--- src/rtl/fpm_pkg.sv ---
package fpm_pkg;
  typedef enum logic [2:0] {
    ST_PAUSE, ST_IDLE, ST_ROW, ST_RAS, ST_CAS, ST_PRE, ST_RCAS, ST_RRAS
  } fpm_state_e;

  function automatic int imax(input int a, input int b);
    return (a > b) ? a : b;
  endfunction
endpackage

--- src/rtl/fpm_timer.sv ---
module fpm_timer #(
  parameter int W       = 16,
  parameter int RST_VAL = 0
) (
  input  logic         clk,
  input  logic         rst,
  input  logic         load,
  input  logic [W-1:0] load_val,
  output logic         done
);
  logic [W-1:0] cnt;

  always_ff @(posedge clk) begin
    if (rst)              cnt <= W'(RST_VAL);
    else if (load)        cnt <= load_val;
    else if (cnt != '0)   cnt <= cnt - 1'b1;
  end

  assign done = (cnt == '0);
endmodule

--- src/rtl/fpm_refresh_sched.sv ---
module fpm_refresh_sched #(
  parameter int PERIOD = 3056
) (
  input  logic clk,
  input  logic rst,
  input  logic en,
  input  logic ack,
  output logic due
);
  localparam int CW = $clog2(PERIOD + 1);
  logic [CW-1:0] cnt;
  logic          wrap;

  assign wrap = (cnt == CW'(PERIOD - 1));

  always_ff @(posedge clk) begin
    if (rst || !en) begin
      cnt <= '0;
      due <= 1'b0;
    end else begin
      cnt <= wrap ? '0 : cnt + 1'b1;
      if (wrap)     due <= 1'b1;
      else if (ack) due <= 1'b0;
    end
  end

  // a demand is held until it is served
  p_due_hold_r3: assert property (@(posedge clk) disable iff (rst)
    (due && !ack) |=> due);
  // the top only acknowledges a demand that exists
  p_ack_due_r10: assert property (@(posedge clk) disable iff (rst)
    ack |-> due);
endmodule

--- src/rtl/fpm_ctrl.sv ---
module fpm_ctrl
  import fpm_pkg::*;
#(
  parameter int CLK_KHZ   = 200000,
  parameter int PAUSE_US  = 200,
  parameter int REFI_NS   = 15600,
  parameter int REF_SLACK = 64,
  parameter int INIT_REFS = 8,
  parameter int ROW_W     = 11,
  parameter int COL_W     = 11,
  parameter int DQ_W      = 4,
  parameter int T_RCD     = 3,
  parameter int T_CAC     = 3,
  parameter int T_CAS     = 3,
  parameter int T_RAS     = 12,
  parameter int T_RP      = 8,
  parameter int T_CSR     = 2,
  localparam int ADDR_W   = ROW_W + COL_W,
  localparam int MA_W     = imax(ROW_W, COL_W)
) (
  input  logic              clk,
  input  logic              rst,
  input  logic              req_valid,
  output logic              req_ready,
  input  logic              req_write,
  input  logic [ADDR_W-1:0] req_addr,
  input  logic [DQ_W-1:0]   req_wdata,
  output logic              rd_valid,
  output logic [DQ_W-1:0]   rd_data,
  output logic              dram_ras_n,
  output logic              dram_cas_n,
  output logic              dram_we_n,
  output logic              dram_oe_n,
  output logic [MA_W-1:0]   dram_addr,
  output logic [DQ_W-1:0]   dram_dq_out,
  output logic              dram_dq_oe,
  input  logic [DQ_W-1:0]   dram_dq_in
);
  localparam int PAUSE_CYC  = CLK_KHZ * PAUSE_US / 1000;
  localparam int REF_CYC    = (CLK_KHZ / 1000) * REFI_NS / 1000;
  localparam int REF_PERIOD = REF_CYC - REF_SLACK;
  localparam int CAS_HOLD   = imax(imax(T_CAS, T_CAC), T_RAS - T_RCD);
  localparam int TW         = $clog2(imax(PAUSE_CYC, imax(CAS_HOLD, imax(T_RAS, T_RP))) + 1);
  localparam int IW         = $clog2(INIT_REFS + 1);

  fpm_state_e        state, nxt;
  logic              t_load, t_done;
  logic [TW-1:0]     t_val;
  logic [IW-1:0]     init_cnt;
  logic              init_done, ref_due, ref_ack, accept, rd_done, go_ref;
  logic [ROW_W-1:0]  row_q;
  logic [COL_W-1:0]  col_q;
  logic [DQ_W-1:0]   wd_q;
  logic              wr_q;

  fpm_timer #(.W(TW), .RST_VAL(PAUSE_CYC - 1)) u_timer (
    .clk(clk), .rst(rst), .load(t_load), .load_val(t_val), .done(t_done));

  fpm_refresh_sched #(.PERIOD(REF_PERIOD)) u_sched (
    .clk(clk), .rst(rst), .en(init_done), .ack(ref_ack), .due(ref_due));

  assign init_done = (init_cnt == IW'(INIT_REFS));
  assign req_ready = (state == ST_IDLE) && init_done && !ref_due;

  always_comb begin
    nxt    = state;
    t_load = 1'b0;
    t_val  = '0;
    unique case (state)
      ST_PAUSE: if (t_done) nxt = ST_IDLE;
      ST_IDLE: begin
        if (!init_done || ref_due) begin
          nxt = ST_RCAS; t_load = 1'b1; t_val = TW'(T_CSR - 1);
        end else if (req_valid) begin
          nxt = ST_ROW; t_load = 1'b1; t_val = '0;
        end
      end
      ST_ROW:  if (t_done) begin nxt = ST_RAS;  t_load = 1'b1; t_val = TW'(T_RCD - 1);    end
      ST_RAS:  if (t_done) begin nxt = ST_CAS;  t_load = 1'b1; t_val = TW'(CAS_HOLD - 1); end
      ST_CAS:  if (t_done) begin nxt = ST_PRE;  t_load = 1'b1; t_val = TW'(T_RP - 1);     end
      ST_RCAS: if (t_done) begin nxt = ST_RRAS; t_load = 1'b1; t_val = TW'(T_RAS - 1);    end
      ST_RRAS: if (t_done) begin nxt = ST_PRE;  t_load = 1'b1; t_val = TW'(T_RP - 1);     end
      ST_PRE:  if (t_done) nxt = ST_IDLE;
      default: nxt = ST_PAUSE;
    endcase
  end

  assign go_ref  = (state == ST_IDLE) && (nxt == ST_RCAS);
  assign ref_ack = go_ref && init_done;
  assign accept  = (state == ST_IDLE) && (nxt == ST_ROW);
  assign rd_done = (state == ST_CAS) && (nxt == ST_PRE) && !wr_q;

  always_ff @(posedge clk) begin
    if (rst) begin
      state       <= ST_PAUSE;
      init_cnt    <= '0;
      row_q       <= '0;
      col_q       <= '0;
      wd_q        <= '0;
      wr_q        <= 1'b0;
      dram_ras_n  <= 1'b1;
      dram_cas_n  <= 1'b1;
      dram_we_n   <= 1'b1;
      dram_oe_n   <= 1'b1;
      dram_dq_oe  <= 1'b0;
      dram_dq_out <= '0;
      dram_addr   <= '0;
      rd_valid    <= 1'b0;
      rd_data     <= '0;
    end else begin
      state <= nxt;
      if (go_ref && !init_done) init_cnt <= init_cnt + 1'b1;
      if (accept) begin
        row_q <= req_addr[ADDR_W-1:COL_W];
        col_q <= req_addr[COL_W-1:0];
        wd_q  <= req_wdata;
        wr_q  <= req_write;
      end
      dram_ras_n  <= !(nxt inside {ST_RAS, ST_CAS, ST_RRAS});
      dram_cas_n  <= !(nxt inside {ST_CAS, ST_RCAS, ST_RRAS});
      dram_we_n   <= !(wr_q && (nxt inside {ST_RAS, ST_CAS}));
      dram_oe_n   <= !(!wr_q && (nxt == ST_CAS));
      dram_dq_oe  <= wr_q && (nxt inside {ST_RAS, ST_CAS});
      dram_dq_out <= wd_q;
      if (nxt == ST_CAS)  dram_addr <= MA_W'(col_q);
      else if (accept)    dram_addr <= MA_W'(req_addr[ADDR_W-1:COL_W]);
      else                dram_addr <= MA_W'(row_q);
      rd_valid <= rd_done;
      if (rd_done) rd_data <= dram_dq_in;
    end
  end

  // Pulse-width observers for the assertions below
  logic [TW-1:0] ras_lo_cnt, cas_lo_cnt, pre_cnt;
  always_ff @(posedge clk) begin
    if (rst) begin
      ras_lo_cnt <= '0; cas_lo_cnt <= '0; pre_cnt <= '0;
    end else begin
      ras_lo_cnt <= dram_ras_n ? '0 : ((ras_lo_cnt == '1) ? ras_lo_cnt : ras_lo_cnt + 1'b1);
      cas_lo_cnt <= dram_cas_n ? '0 : ((cas_lo_cnt == '1) ? cas_lo_cnt : cas_lo_cnt + 1'b1);
      pre_cnt    <= (dram_ras_n && dram_cas_n) ?
                    ((pre_cnt == '1) ? pre_cnt : pre_cnt + 1'b1) : '0;
    end
  end

  p_pause_quiet_r1: assert property (@(posedge clk) disable iff (rst)
    (state == ST_PAUSE) |-> (dram_ras_n && dram_cas_n && dram_we_n && dram_oe_n && !req_ready));
  p_cbr_order_r4: assert property (@(posedge clk) disable iff (rst)
    ($fell(dram_ras_n) && !dram_cas_n) |-> ($past(!dram_cas_n) && dram_we_n));
  p_early_write_r6: assert property (@(posedge clk) disable iff (rst)
    ($fell(dram_cas_n) && !dram_we_n) |-> ($past(!dram_we_n) && dram_oe_n && dram_dq_oe));
  p_ras_width_r8: assert property (@(posedge clk) disable iff (rst)
    $rose(dram_ras_n) |-> (ras_lo_cnt >= TW'(T_RAS)));
  p_cas_width_r8: assert property (@(posedge clk) disable iff (rst)
    $rose(dram_cas_n) |-> (cas_lo_cnt >= TW'(T_CAS)));
  p_precharge_r9: assert property (@(posedge clk) disable iff (rst)
    (($fell(dram_ras_n) && dram_cas_n) || ($fell(dram_cas_n) && dram_ras_n))
      |-> (pre_cnt >= TW'(T_RP)));
  p_rd_pulse_r7: assert property (@(posedge clk) disable iff (rst)
    rd_valid |=> !rd_valid);
endmodule

--- config.mk ---
export PLATFORM = sky130hd
export DESIGN_NAME = fpm_ctrl
export DESIGN_NICKNAME = d
export VERILOG_FILES = /design/src/rtl/fpm_pkg.sv /design/src/rtl/fpm_timer.sv /design/src/rtl/fpm_refresh_sched.sv /design/src/rtl/fpm_ctrl.sv
export SDC_FILE = /design/constraint.sdc
export NUM_CORES = 1
export LEC_CHECK = 0
export ABC_CLOCK_PERIOD_IN_PS = 8039
export BUFFER_PORTS_ARGS = -buffer_cell sky130_fd_sc_hd__clkbuf_2
export CORE_MARGIN = 1
export CORE_UTILIZATION = 50
export CTS_BUF_LIST = sky130_fd_sc_hd__clkbuf_4
export DETAILED_ROUTE_END_ITERATION = 16
export GPL_ROUTABILITY_DRIVEN = 0
export GPL_TIMING_DRIVEN = 0
export MAX_ROUTING_LAYER = met4
export PLACE_DENSITY = 0.7
export SYNTH_ARGS = -nofsm -noshare
export SYNTH_HDL_FRONTEND = slang
export SYNTH_HIERARCHICAL = 1
export SYNTH_SLANG_ARGS = --single-unit
--- constraint.sdc ---
create_clock -name clk -period 8.04 [get_ports clk]
set_input_delay 0.402 -clock clk [delete_from_list [all_inputs] [get_ports clk]]
set_output_delay 0.402 -clock clk [all_outputs]
set_load 0.01 [all_outputs]
-- Yosys cells after proc, flatten, opt, wreduce, memory -nomap -nowiden
Cells that the tools add are included.
- flip-flop bits (word level): 88
- bits in latches: 0
- RAM bits: 0
- bits in read-only memories: 0
- input port bits: 34
- logic and storage cells: 91
- memories: 0
- $add $sub $neg: 3
- multipliers: 0
- div/mod/pow operators: 0
- order comparisons: 0
- equal/unequal tests: 15
- shift operators: 0
- mux-type cells: 24
- bitwise operators: 0
- reduce and logical (&&, ||, !) cells: 31
- operators with widths (cell ; number):
    16-bit 2-to-1 mux ; 2
    3-bit equality test, second input constant ; 8
    3-bit 2-to-1 mux ; 8
    11-bit 2-to-1 mux ; 2
    4-bit one-hot mux with 5 select lines ; 1
    3-bit one-hot mux with 6 select lines ; 1
    16-bit zero test ; 1
    16-bit nonzero test ; 1
    16-bit by 1-bit subtractor with 16-bit output, second input constant ; 1
    12-bit by 1-bit adder with 12-bit output, second input constant ; 1
    12-bit equality test, second input constant ; 1
    3-bit by 2-bit equality test with 1-bit output, second input constant ; 4
    1-bit logical AND ; 10
    4-bit 2-to-1 mux ; 2
    1-bit zero test ; 7
    1-bit 2-to-1 mux ; 6
    2-bit nonzero test ; 3
    3-bit nonzero test ; 2
    2-bit OR reduction ; 3
    5-bit OR reduction ; 1
    4-bit by 1-bit adder with 4-bit output, second input constant ; 1
    4-bit equality test, second input constant ; 1
    3-bit by 1-bit equality test with 1-bit output, second input constant ; 1
    3-bit zero test ; 1
    other kinds (3) ; 4

-- Depth between registers and ports, before layout
Gate-level depths: netlist of run 1.
- depth in word-level cells: 10
- mapped depth: 13
- depth with buffers taken out: 11

-- By module
Netlist of run 1, hierarchy kept.
- by module, submodules not included (module ; instances ; cells an instance ; area each (µm²)):
    fpm_ctrl ; 1 ; 240 ; 2233.4
    fpm_timer ; 1 ; 116 ; 954.7
    fpm_refresh_sched ; 1 ; 61 ; 581.8

-- Worst setup path before layout of run 1
No wires, ideal clock.
- path type: register to register
- start point: reg u_timer.cnt[0]
- end point: reg u_timer.cnt[13]
- setup time: 121 ps
- arrival time: 2802 ps
- slack: 5117 ps
- stages on the path, launching flop included: 14
- period minus slack after synthesis: 2923 ps
- cells stage by stage: dfxtp_1 -> inv_1 -> ha_1 -> nor3b_1 -> nand2_1 -> nor4_1 -> clkbuf_1 -> o21ai_0 -> nand2_1 -> clkbuf_1 -> clkbuf_1 -> nor2_1 -> nand2_2 -> o21ai_0
- longest elaborated chain between the ends: 4
- elaborated cells on any way between the ends: 8
- those cells by class: 1 x add/sub; 4 x mux; 3 x reduce/logical
- RTL lines (item ; RTL line ; RTL):
    start: declaration ; fpm_timer.sv:11 ; logic [W-1:0] cnt;
    start signal: assignment ; fpm_timer.sv:14 ; if (rst) cnt <= W'(RST_VAL);
    start signal: assignment ; fpm_timer.sv:15 ; else if (load) cnt <= load_val;
    start signal: assignment ; fpm_timer.sv:16 ; else if (cnt != '0) cnt <= cnt - 1'b1;
    16-bit zero test * ; fpm_timer.sv:19 ; assign done = (cnt == '0);
    named net t_done ; fpm_ctrl.sv:47 ; logic t_load, t_done;
    1-bit 2-to-1 mux * ; - ;
    1-bit one-hot mux with 2 select lines * ; fpm_ctrl.sv:69 ; unique case (state)
    named net t_load ; fpm_ctrl.sv:47 ;
    16-bit 2-to-1 mux or 2-bit nonzero test (tied branches) ; - ;
The timed path passes the listed nets; every way through them passes the cells marked *. The select of a mux whose other input is x is not followed.
A chain may end at the register's enable or synchronous reset.

-- Worst setup path in the final report of run 1
- start point: reg u_timer.cnt[0]
- end point: reg u_timer.cnt[9]
The elaborated chain is that of the path after synthesis.

==> results of run 1 <==
## registers in the layout, indices dropped and copies added, names as in the netlist, 3 cells and up
name         cells
u_timer/cnt     16
u_sched/cnt     12
col_q           11
dram_addr       11
row_q           11
dram_dq_out      4
init_cnt         4
rd_data          4
wd_q             4
state            3
## through the flow
step	hold slack, ns	setup slack, ns	cells
CTS	0.137	4.25	602
detailed placement	0.443	4.27	586
global placement	0.439	4.34	586
global route	0.136	3.87	602
finish	0.166	4.21	602
floorplan	0.430	5.12	428
## report_power, final
part,total (mW),internal [mW],switching (mW)
registers,0.439,0.437,0.00160
clock network,0.286,0.130,0.156
logic,0.0247,0.0110,0.0137
## Yosys cell counts, types with 8 or more instances
| cell | instances |
|---|---|
| sky130_fd_sc_hd__xnor2_1 | 8 |
| sky130_fd_sc_hd__o21ai_0 | 13 |
| sky130_fd_sc_hd__nand2_1 | 59 |
| sky130_fd_sc_hd__nor2_1 | 40 |
| sky130_fd_sc_hd__dfxtp_1 | 88 |
| sky130_fd_sc_hd__nor3_1 | 8 |
| sky130_fd_sc_hd__o2bb2ai_1 | 11 |
| sky130_fd_sc_hd__nor2b_1 | 13 |
| sky130_fd_sc_hd__clkbuf_1 | 12 |
| sky130_fd_sc_hd__inv_1 | 10 |
| sky130_fd_sc_hd__nand3_1 | 8 |
| sky130_fd_sc_hd__a21oi_1 | 27 |
| sky130_fd_sc_hd__mux2i_1 | 16 |
## kinds of logic (layout without fill, tap and decap cells)
group / Yosys count / after routing / share of synthesized area, %
AND/OR/NAND/NOR: 177 / 177 / 24.9
flip-flops: 88 / 88 / 46.7
buffers and inverters: 33 / 108 / 3.98
other: 1 / 12 / 0.0995
AO/OA/AOI/OAI: 83 / 83 / 15.2
XOR/XNOR: 15 / 15 / 3.49
adder cells (fa/ha/maj): 4 / 4 / 1.33
multiplexers: 16 / 16 / 4.25
## area by class of cell
| class | count | area, um^2 |
|---|---|---|
| Timing Repair Buffer | 59 | 295 |
| Tap cell | 99 | 124 |
| Inverter | 10 | 37.5 |
| Sequential cell | 88 | 1760 |
| Multi-Input combinational cell | 307 | 1900 |
| Buffer | 23 | 113 |
| Clock inverter | 7 | 103 |
| Clock buffer | 9 | 67.6 |
| Fill cell | 670 | 2850 |
## worst register-to-register path: stages (launching register included)
cell and delay (ns):
sky130_fd_sc_hd__dfxtp_1 0.37, sky130_fd_sc_hd__inv_1 0.09, sky130_fd_sc_hd__ha_1 0.20, sky130_fd_sc_hd__nor3b_1 0.43
sky130_fd_sc_hd__nand2_1 0.09, sky130_fd_sc_hd__nor4_1 0.82, sky130_fd_sc_hd__clkbuf_1 0.38, sky130_fd_sc_hd__o21ai_0 0.15
sky130_fd_sc_hd__nand2_1 0.09, sky130_fd_sc_hd__clkbuf_1 0.29, sky130_fd_sc_hd__clkbuf_1 0.43, sky130_fd_sc_hd__nor2_1 0.14
sky130_fd_sc_hd__nand2_2 0.14, sky130_fd_sc_hd__o21ai_0 0.12
## layer usage
metal / vias up / global-route usage (%) / part of all wire [%] / routed length (um)
met1: 1446 / 28.2 / 47 / 3740
met4: 0 / 6.89 / 1.6 / 126
met2: 77 / 35.3 / 48 / 3880
met3: 16 / 5.60 / 3.3 / 265
met5: - / - / 0 / 0
li1: 1613 / - / - / -
## cells in the final DEF, fill, tap and decap left out, types with 8 or more instances in the layout
master	n
sky130_fd_sc_hd__o2bb2ai_1	11
sky130_fd_sc_hd__mux2i_1	16
sky130_fd_sc_hd__inv_1	10
sky130_fd_sc_hd__nor2b_1	13
sky130_fd_sc_hd__nand2_1	59
sky130_fd_sc_hd__clkbuf_1	12
sky130_fd_sc_hd__a21oi_1	27
sky130_fd_sc_hd__xnor2_1	8
sky130_fd_sc_hd__nor3_1	8
sky130_fd_sc_hd__nand3_1	8
sky130_fd_sc_hd__conb_1	12
sky130_fd_sc_hd__clkbuf_4	9
sky130_fd_sc_hd__clkbuf_2	59
sky130_fd_sc_hd__nor2_1	40
sky130_fd_sc_hd__o21ai_0	13
sky130_fd_sc_hd__dfxtp_1	88
## final timing paths
kind,to,slack [ns]
setup / recovery,u_timer/cnt[9],4.21
hold / removal,col_q[5],0.17
setup reg to reg,u_timer/cnt[9],4.21
hold reg to reg,col_q[3],0.47
==> impl_results.rst, run 1 <==
.. list-table::
   :header-rows: 1

   * - Metric
     - Value
   * - Top flip-flop cell by instance count after synthesis
     - sky130_fd_sc_hd__dfxtp_1
   * - Hold Crit Depth
     - 3
   * - Final Hold Vio Count
     - 0
   * - Start point of the worst hold path
     - req_addr[5]
   * - DRC viols
     - 0
   * - Per-instance average area after synthesis
     - 9.04 um^2
   * - Sort of element at the end of the critical path
     - flop
   * - Synth-to-layout area growth
     - 16.7%
   * - ANT nets after route
     - 0
   * - Share of the synthesized area in the top cell type
     - 46.7%
   * - Number of DRC markers in iteration 0
     - 173
   * - Sequential fraction of the synthesis area
     - 46.7%
   * - Total chip power
     - 0.750 mW
   * - Cell type with the largest total area after synthesis
     - sky130_fd_sc_hd__dfxtp_1
   * - Post-synth EDFFs
     - 0
   * - Number of max-slew violations in the final report
     - 0
   * - Reg2reg path depth
     - 13
   * - Data arrival, critical path
     - 4.15 ns
   * - Worst path most repeated cell
     - sky130_fd_sc_hd__clkbuf_1
   * - Max-Slew Margin vs Limit
     - 36.7%
   * - Worst-case vdd ir drop
     - 0.110 mV
   * - Synthesis warning total
     - 6
   * - Power Dens Cells
     - 170 mW/mm^2
   * - Clock-pin slew of the registers on the worst-case setup and hold paths
     - 0.15 ns
   * - Total of endpoints with negative setup slack in the final report
     - 0
   * - Post-cts gate resize count
     - 0
   * - Proportion of synthesized flip-flops having asynchronous set or reset
     - 0%
   * - Crit-path cells
     - inv_1, ha_1, nor3b_1, nand2_1, nor4_1, clkbuf_1, o21ai_0, nand2_1, clkbuf_1, clkbuf_1, nor2_1, nand2_2, o21ai_0
   * - Via count of the first global-routing pass
     - 2910
   * - Classification of the worst setup path
     - flop to flop
   * - Congestion Overflow GR
     - 0
   * - Buffers from clock root to sink, at most
     - 2
   * - Global-route wire length before repair
     - 13.1 mm
   * - Placed cell areas
     - 0.00423 mm^2
   * - Number of max-cap violations
     - 0
   * - Fraction of final layout cells with drive strength greater than 1
     - 20.1%
   * - Total die area
     - 0.00789 mm^2
   * - Final total negative setup slack
     - 0 ns
   * - Layout Cell Area excl Fill
     - 0.00440 mm^2
   * - Req. time, crit path
     - 8.36 ns
   * - Master cell of the clock root buffer
     - sky130_fd_sc_hd__clkbuf_4
   * - Total leakage power
     - 1.75 nW
   * - Post-Route Skew
     - 0.0251 ns
   * - Worst-path cell with the longest stage delay
     - sky130_fd_sc_hd__nor4_1
   * - GRT Resource Usage Total
     - 22.4%
   * - Maximum number of pins on one net before global-route repair
     - 17
   * - Number of library cell types mapped by synthesis
     - 65
   * - Largest incremental delay on the critical path
     - 0.82 ns
   * - Net total in the final layout
     - 536
   * - Number of optimization iterations in the first detailed-route pass
     - 4
   * - Outcome
     - finished, final reports clean
   * - Post-DP HPWL
     - 5.82 mm
   * - Overall die height
     - 88.8 um
   * - Final core utilization
     - 60.7%
   * - Post-synthesis register bit count
     - 88
   * - HP Class
     - input pin to flop
   * - Num CTS Buffers
     - 9
   * - Peak fanout along the critical path
     - 10
   * - Sink count of the clock tree
     - 88
   * - Number of placement rows
     - 31
   * - Start point of the critical path
     - u_timer/cnt[0]
   * - Max Fclk
     - 261 MHz
   * - Unrepaired setup endpoints after global routing
     - false
   * - Post-DR wirelength/cell
     - 13.3 um
   * - Antenna violations before repair
     - 0
   * - H-tree levels
     - 3
   * - Gate Count Post-Synth
     - 417
   * - Die Wd
     - 88.8 um
   * - Time the final worst path needs with I/O delays and setup
     - 3.83 ns
   * - Hold buffers post-CTS
     - 0
   * - Total routed wirelength
     - 8.02 mm
   * - Post-Syn Area
     - 0.00377 mm^2
   * - Count of buffers added by post-CTS timing repair for setup
     - 0
   * - Vias after detailed routing
     - 3152
   * - CTS tree
     - yes
   * - Inserted Diodes
     - 0
   * - Top-level port count
     - 60
   * - Initial Util
     - 52.0%
   * - Routed via count divided by cell count
     - 5.24
   * - Clock latency reported for the late side of the worst-skew pair
     - 0.43 ns
   * - Critical path startpoint category
     - flop
   * - Total buffers and inverters traversed by the critical path
     - 4
   * - Period utilization
     - 47.6%
   * - Count of input and output buffers
     - 59
   * - Startpoint of the lowest-slack register-to-register path
     - u_timer/cnt[0]
   * - Area of the placeable core
     - 0.00725 mm^2
   * - Number of gates on the worst path with buffers counted
     - 13
   * - Slew at the pin closest to its max-slew limit
     - 0.940 ns
   * - Ranking of synthesized cells by area
     - sky130_fd_sc_hd__dfxtp_1 47%, sky130_fd_sc_hd__nand2_1 5.9%, sky130_fd_sc_hd__mux2i_1 4.2%
   * - Crit path max-delay family
     - simple AND/OR/NAND/NOR gates
No activity file was read; power rests on OpenSTA's default activity.
==> run 2, diff against run 1 <==
ABC_CLOCK_PERIOD_IN_PS = 3400   (was 8039)
PLACE_DENSITY = 0.73   (was 0.7)
clock period = 3.4 ns   (was 8.04 ns; I/O delays follow)
==> run 2 against run 1 <==
Count of clock-buffer cells in the layout grew 1. First-iteration DRC count shrank 35%. Clock power grew 76%. Clock skew shrank 0.0072 ns. Critical path depth is the same. Sequential power grew 140%. Flip-flop and latch count is the same. Register-to-register slack lost 4.0 ns. Routed wire length grew 5.9%. Via count grew 4.9%.
==> impl_results.rst, run 2 (synthesis results as in run 1) <==
.. list-table::
   :header-rows: 1

   * - Metric
     - Value
   * - Final-layout worst hold slack
     - 0.0170 ns
   * - Startpoint of the lowest-slack register-to-register path
     - u_timer/cnt[0]
   * - Start point of the worst hold path
     - req_addr[20]
   * - Data arrival, critical path
     - 3.49 ns
   * - Number of max-slew violations in the final report
     - 0
   * - Peak fanout along the critical path
     - 10
   * - Area of the placeable core
     - 0.00725 mm^2
   * - Highest-count cells in the layout ignoring fill and taps
     - 88 x sky130_fd_sc_hd__dfxtp_1, 61 x sky130_fd_sc_hd__clkbuf_2, 59 x sky130_fd_sc_hd__nand2_1
   * - Layout Cell Area excl Fill
     - 0.00464 mm^2
   * - Slew at the pin closest to its max-slew limit
     - 0.608 ns
   * - Clock latency reported for the late side of the worst-skew pair
     - 0.43 ns
   * - Sink count of the clock tree
     - 88
   * - Top-level port count
     - 60
   * - Final Hold Vio Count
     - 0
   * - Sort of element at the end of the critical path
     - flop
   * - ANT nets after route
     - 0
   * - Flip-flop count of the largest register, all copies and words added
     - 16
   * - Max Fclk
     - 317 MHz
   * - GRT Resource Usage Total
     - 22.6%
   * - Combinational cell fraction of total power
     - 5.3%
   * - Global-route wire length before repair
     - 13.3 mm
   * - Crit-path cells
     - inv_1, ha_1, nor3b_1, nand2_1, nor4_4, clkbuf_2, o21ai_0, nand2_1, clkbuf_1, clkbuf_2, nor2_1, nand2_2, o21ai_0
   * - Placed cell areas
     - 0.00423 mm^2
   * - Congestion Overflow GR
     - 0
   * - Storage element area
     - 0.00176 mm^2
   * - Post-DP HPWL
     - 5.72 mm
   * - Placed cell count
     - 586
   * - Antenna violations before repair
     - 0
   * - Total buffers and inverters traversed by the critical path
     - 4
   * - Share of total power in the clock network
     - 31.0%
   * - Final core utilization
     - 64.0%
   * - Largest registers
     - u_timer/cnt: 16 flops, u_sched/cnt: 12 flops
   * - Critical path startpoint category
     - flop
   * - Worst hold endpoint
     - row_q[9]
   * - Req. time, crit path
     - 3.73 ns
   * - Total chip power
     - 1.63 mW
   * - Time the final worst path needs with I/O delays and setup
     - 3.16 ns
   * - Buffers from clock root to sink, at most
     - 2
   * - Register bank with the most flops
     - u_timer/cnt
   * - Int Pwr
     - 1.24 mW
   * - CTS tree
     - yes
   * - Unrepaired setup endpoints after global routing
     - false
   * - Reg2reg path depth
     - 13
   * - Worst-case vdd ir drop
     - 0.265 mV
   * - Num CTS Buffers
     - 9
   * - Die Wd
     - 88.8 um
   * - Share of total power in sequential cells
     - 63.8%
   * - Clock-pin slew of the registers on the worst-case setup and hold paths
     - 0.14 ns
   * - Power Dens Cells
     - 351 mW/mm^2
   * - Worst reg2reg endpoint
     - u_timer/cnt[7]
   * - Inserted Diodes
     - 0
   * - Routed via count divided by cell count
     - 5.25
   * - Total routed wirelength
     - 8.49 mm
   * - Number of max-cap violations
     - 0
   * - Fraction of final layout cells with drive strength greater than 1
     - 19.2%
   * - Post-Route Skew
     - 0.0180 ns
   * - Count of input and output buffers
     - 59
   * - Total of endpoints with negative setup slack in the final report
     - 0
   * - Net switching power
     - 0.393 mW
   * - Crit path max-delay family
     - simple AND/OR/NAND/NOR gates
   * - Overall die height
     - 88.8 um
   * - Number of DRC markers in iteration 0
     - 113
   * - Post-DR wirelength/cell
     - 13.5 um
   * - Total die area
     - 0.00789 mm^2
   * - Period utilization
     - 92.9%
   * - Largest incremental delay on the critical path
     - 0.43 ns
   * - Setup slack on the worst flop-to-flop path
     - 0.24 ns
   * - Pre-CTS WS
     - -0.283 ns
   * - Commonest non-fill, non-tap cell in the layout
     - sky130_fd_sc_hd__dfxtp_1
   * - Final total negative setup slack
     - 0 ns
   * - Synth-to-layout area growth
     - 23.1%
   * - H-tree levels
     - 3
   * - DRC viols
     - 0
   * - Total leakage power
     - 1.85 nW
   * - Vias after detailed routing
     - 3306
   * - Initial Util
     - 52.0%
   * - Number of optimization iterations in the first detailed-route pass
     - 4
   * - Master cell of the clock root buffer
     - sky130_fd_sc_hd__clkbuf_4
   * - Classification of the worst setup path
     - flop to flop
   * - Net total in the final layout
     - 564
   * - Final Non-Filler Cells
     - 630
   * - Outcome
     - finished, final reports clean
   * - Switching power share of the total
     - 24.1%
   * - Number of placement rows
     - 31
   * - Hold Crit Depth
     - 3
   * - Total of fill cells in the finished design
     - 602
   * - Max-Slew Margin vs Limit
     - 59.1%
   * - Worst-path cell with the longest stage delay
     - sky130_fd_sc_hd__nor4_4
   * - Via count of the first global-routing pass
     - 2980
   * - Multi-input combinational cell area
     - 0.00191 mm^2
   * - Min setup slack post-route
     - 0.242 ns
   * - HP Class
     - input pin to flop
   * - Maximum number of pins on one net before global-route repair
     - 15
[run 2: changes by cell type in the layout (fill, tap and decap cells not counted)]
cell and change:
sky130_fd_sc_hd__inv_8 -1, sky130_fd_sc_hd__clkinv_4 -1, sky130_fd_sc_hd__inv_6 -1, sky130_fd_sc_hd__nor4_1 -1, sky130_fd_sc_hd__clkinv_1 +2, sky130_fd_sc_hd__clkinvlp_4 +2
sky130_fd_sc_hd__clkbuf_1 -2, sky130_fd_sc_hd__clkbuf_4 +1, sky130_fd_sc_hd__clkbuf_2 +2, sky130_fd_sc_hd__dlygate4sd3_1 +28, sky130_fd_sc_hd__nor4_4 +1, sky130_fd_sc_hd__bufinv_16 -2
[run 2: worst register-to-register path, delay by kind of cell, from the launching register on]
family,cells,cell delay [ns]
AND/OR/NAND/NOR,6,1.32
flip-flops,1,0.38
adder cells (fa/ha/maj),1,0.20
AO/OA/AOI/OAI,2,0.22
buffers and inverters,4,0.96
[run 2: how the worst max path moves through the flow]
stage / cells after the start / slack [ns] / startpoint / end
2_1_floorplan: 13 / 0.48 / u_timer/cnt[0] / u_timer/cnt[13]
3_3_place_gp: 13 / -0.24 / u_timer/cnt[0] / u_timer/cnt[13]
3_5_place_dp: 13 / -0.28 / u_timer/cnt[0] / u_timer/cnt[7]
4_1_cts: 13 / 0.09 / u_timer/cnt[0] / u_timer/cnt[7]
5_1_grt: 13 / 0.06 / u_timer/cnt[0] / u_timer/cnt[7]
6_report: 13 / 0.24 / u_timer/cnt[0] / u_timer/cnt[7]
[run 2: power groups by stage]
stage | Combinational, mW | Sequential [mW] | Clock, mW
2_1_floorplan | 0.0292 | 1.06 | 0
3_3_place_gp | 0.0578 | 1.06 | 0
3_5_place_dp | 0.0589 | 1.06 | 0
4_1_cts | 0.0842 | 1.04 | 0.518
5_1_grt | 0.0934 | 1.04 | 0.552
6_report | 0.0855 | 1.04 | 0.504
[run 2: timing repair]
item / in CTS / in global routing
hold endpoints to repair: 28 / 0
gates resized for setup: 2 / 3
setup buffers: 0 / 0
endpoints found under the setup margin: 16 / 16
hold buffers: 28 / 0
[run 2: final cells by class]
type | count | area share (%)
multi-input combinational | 307 | 41.3
sequential | 88 | 38.0
timing repair buffer | 87 | 12.4
tap | 99 | 2.67
buffer | 23 | 2.48
clock buffer | 10 | 1.62
inverter | 10 | 0.809
clock inverter | 6 | 0.782
[run 2: per-layer routing]
layer,GRT usage (%),share of wire (%),vias up
met3,4.10,2.6,16
met2,37.5,50,48
met4,7.92,1.4,0
met5,-,0,-
met1,27.5,46,1575
li1,-,-,1667
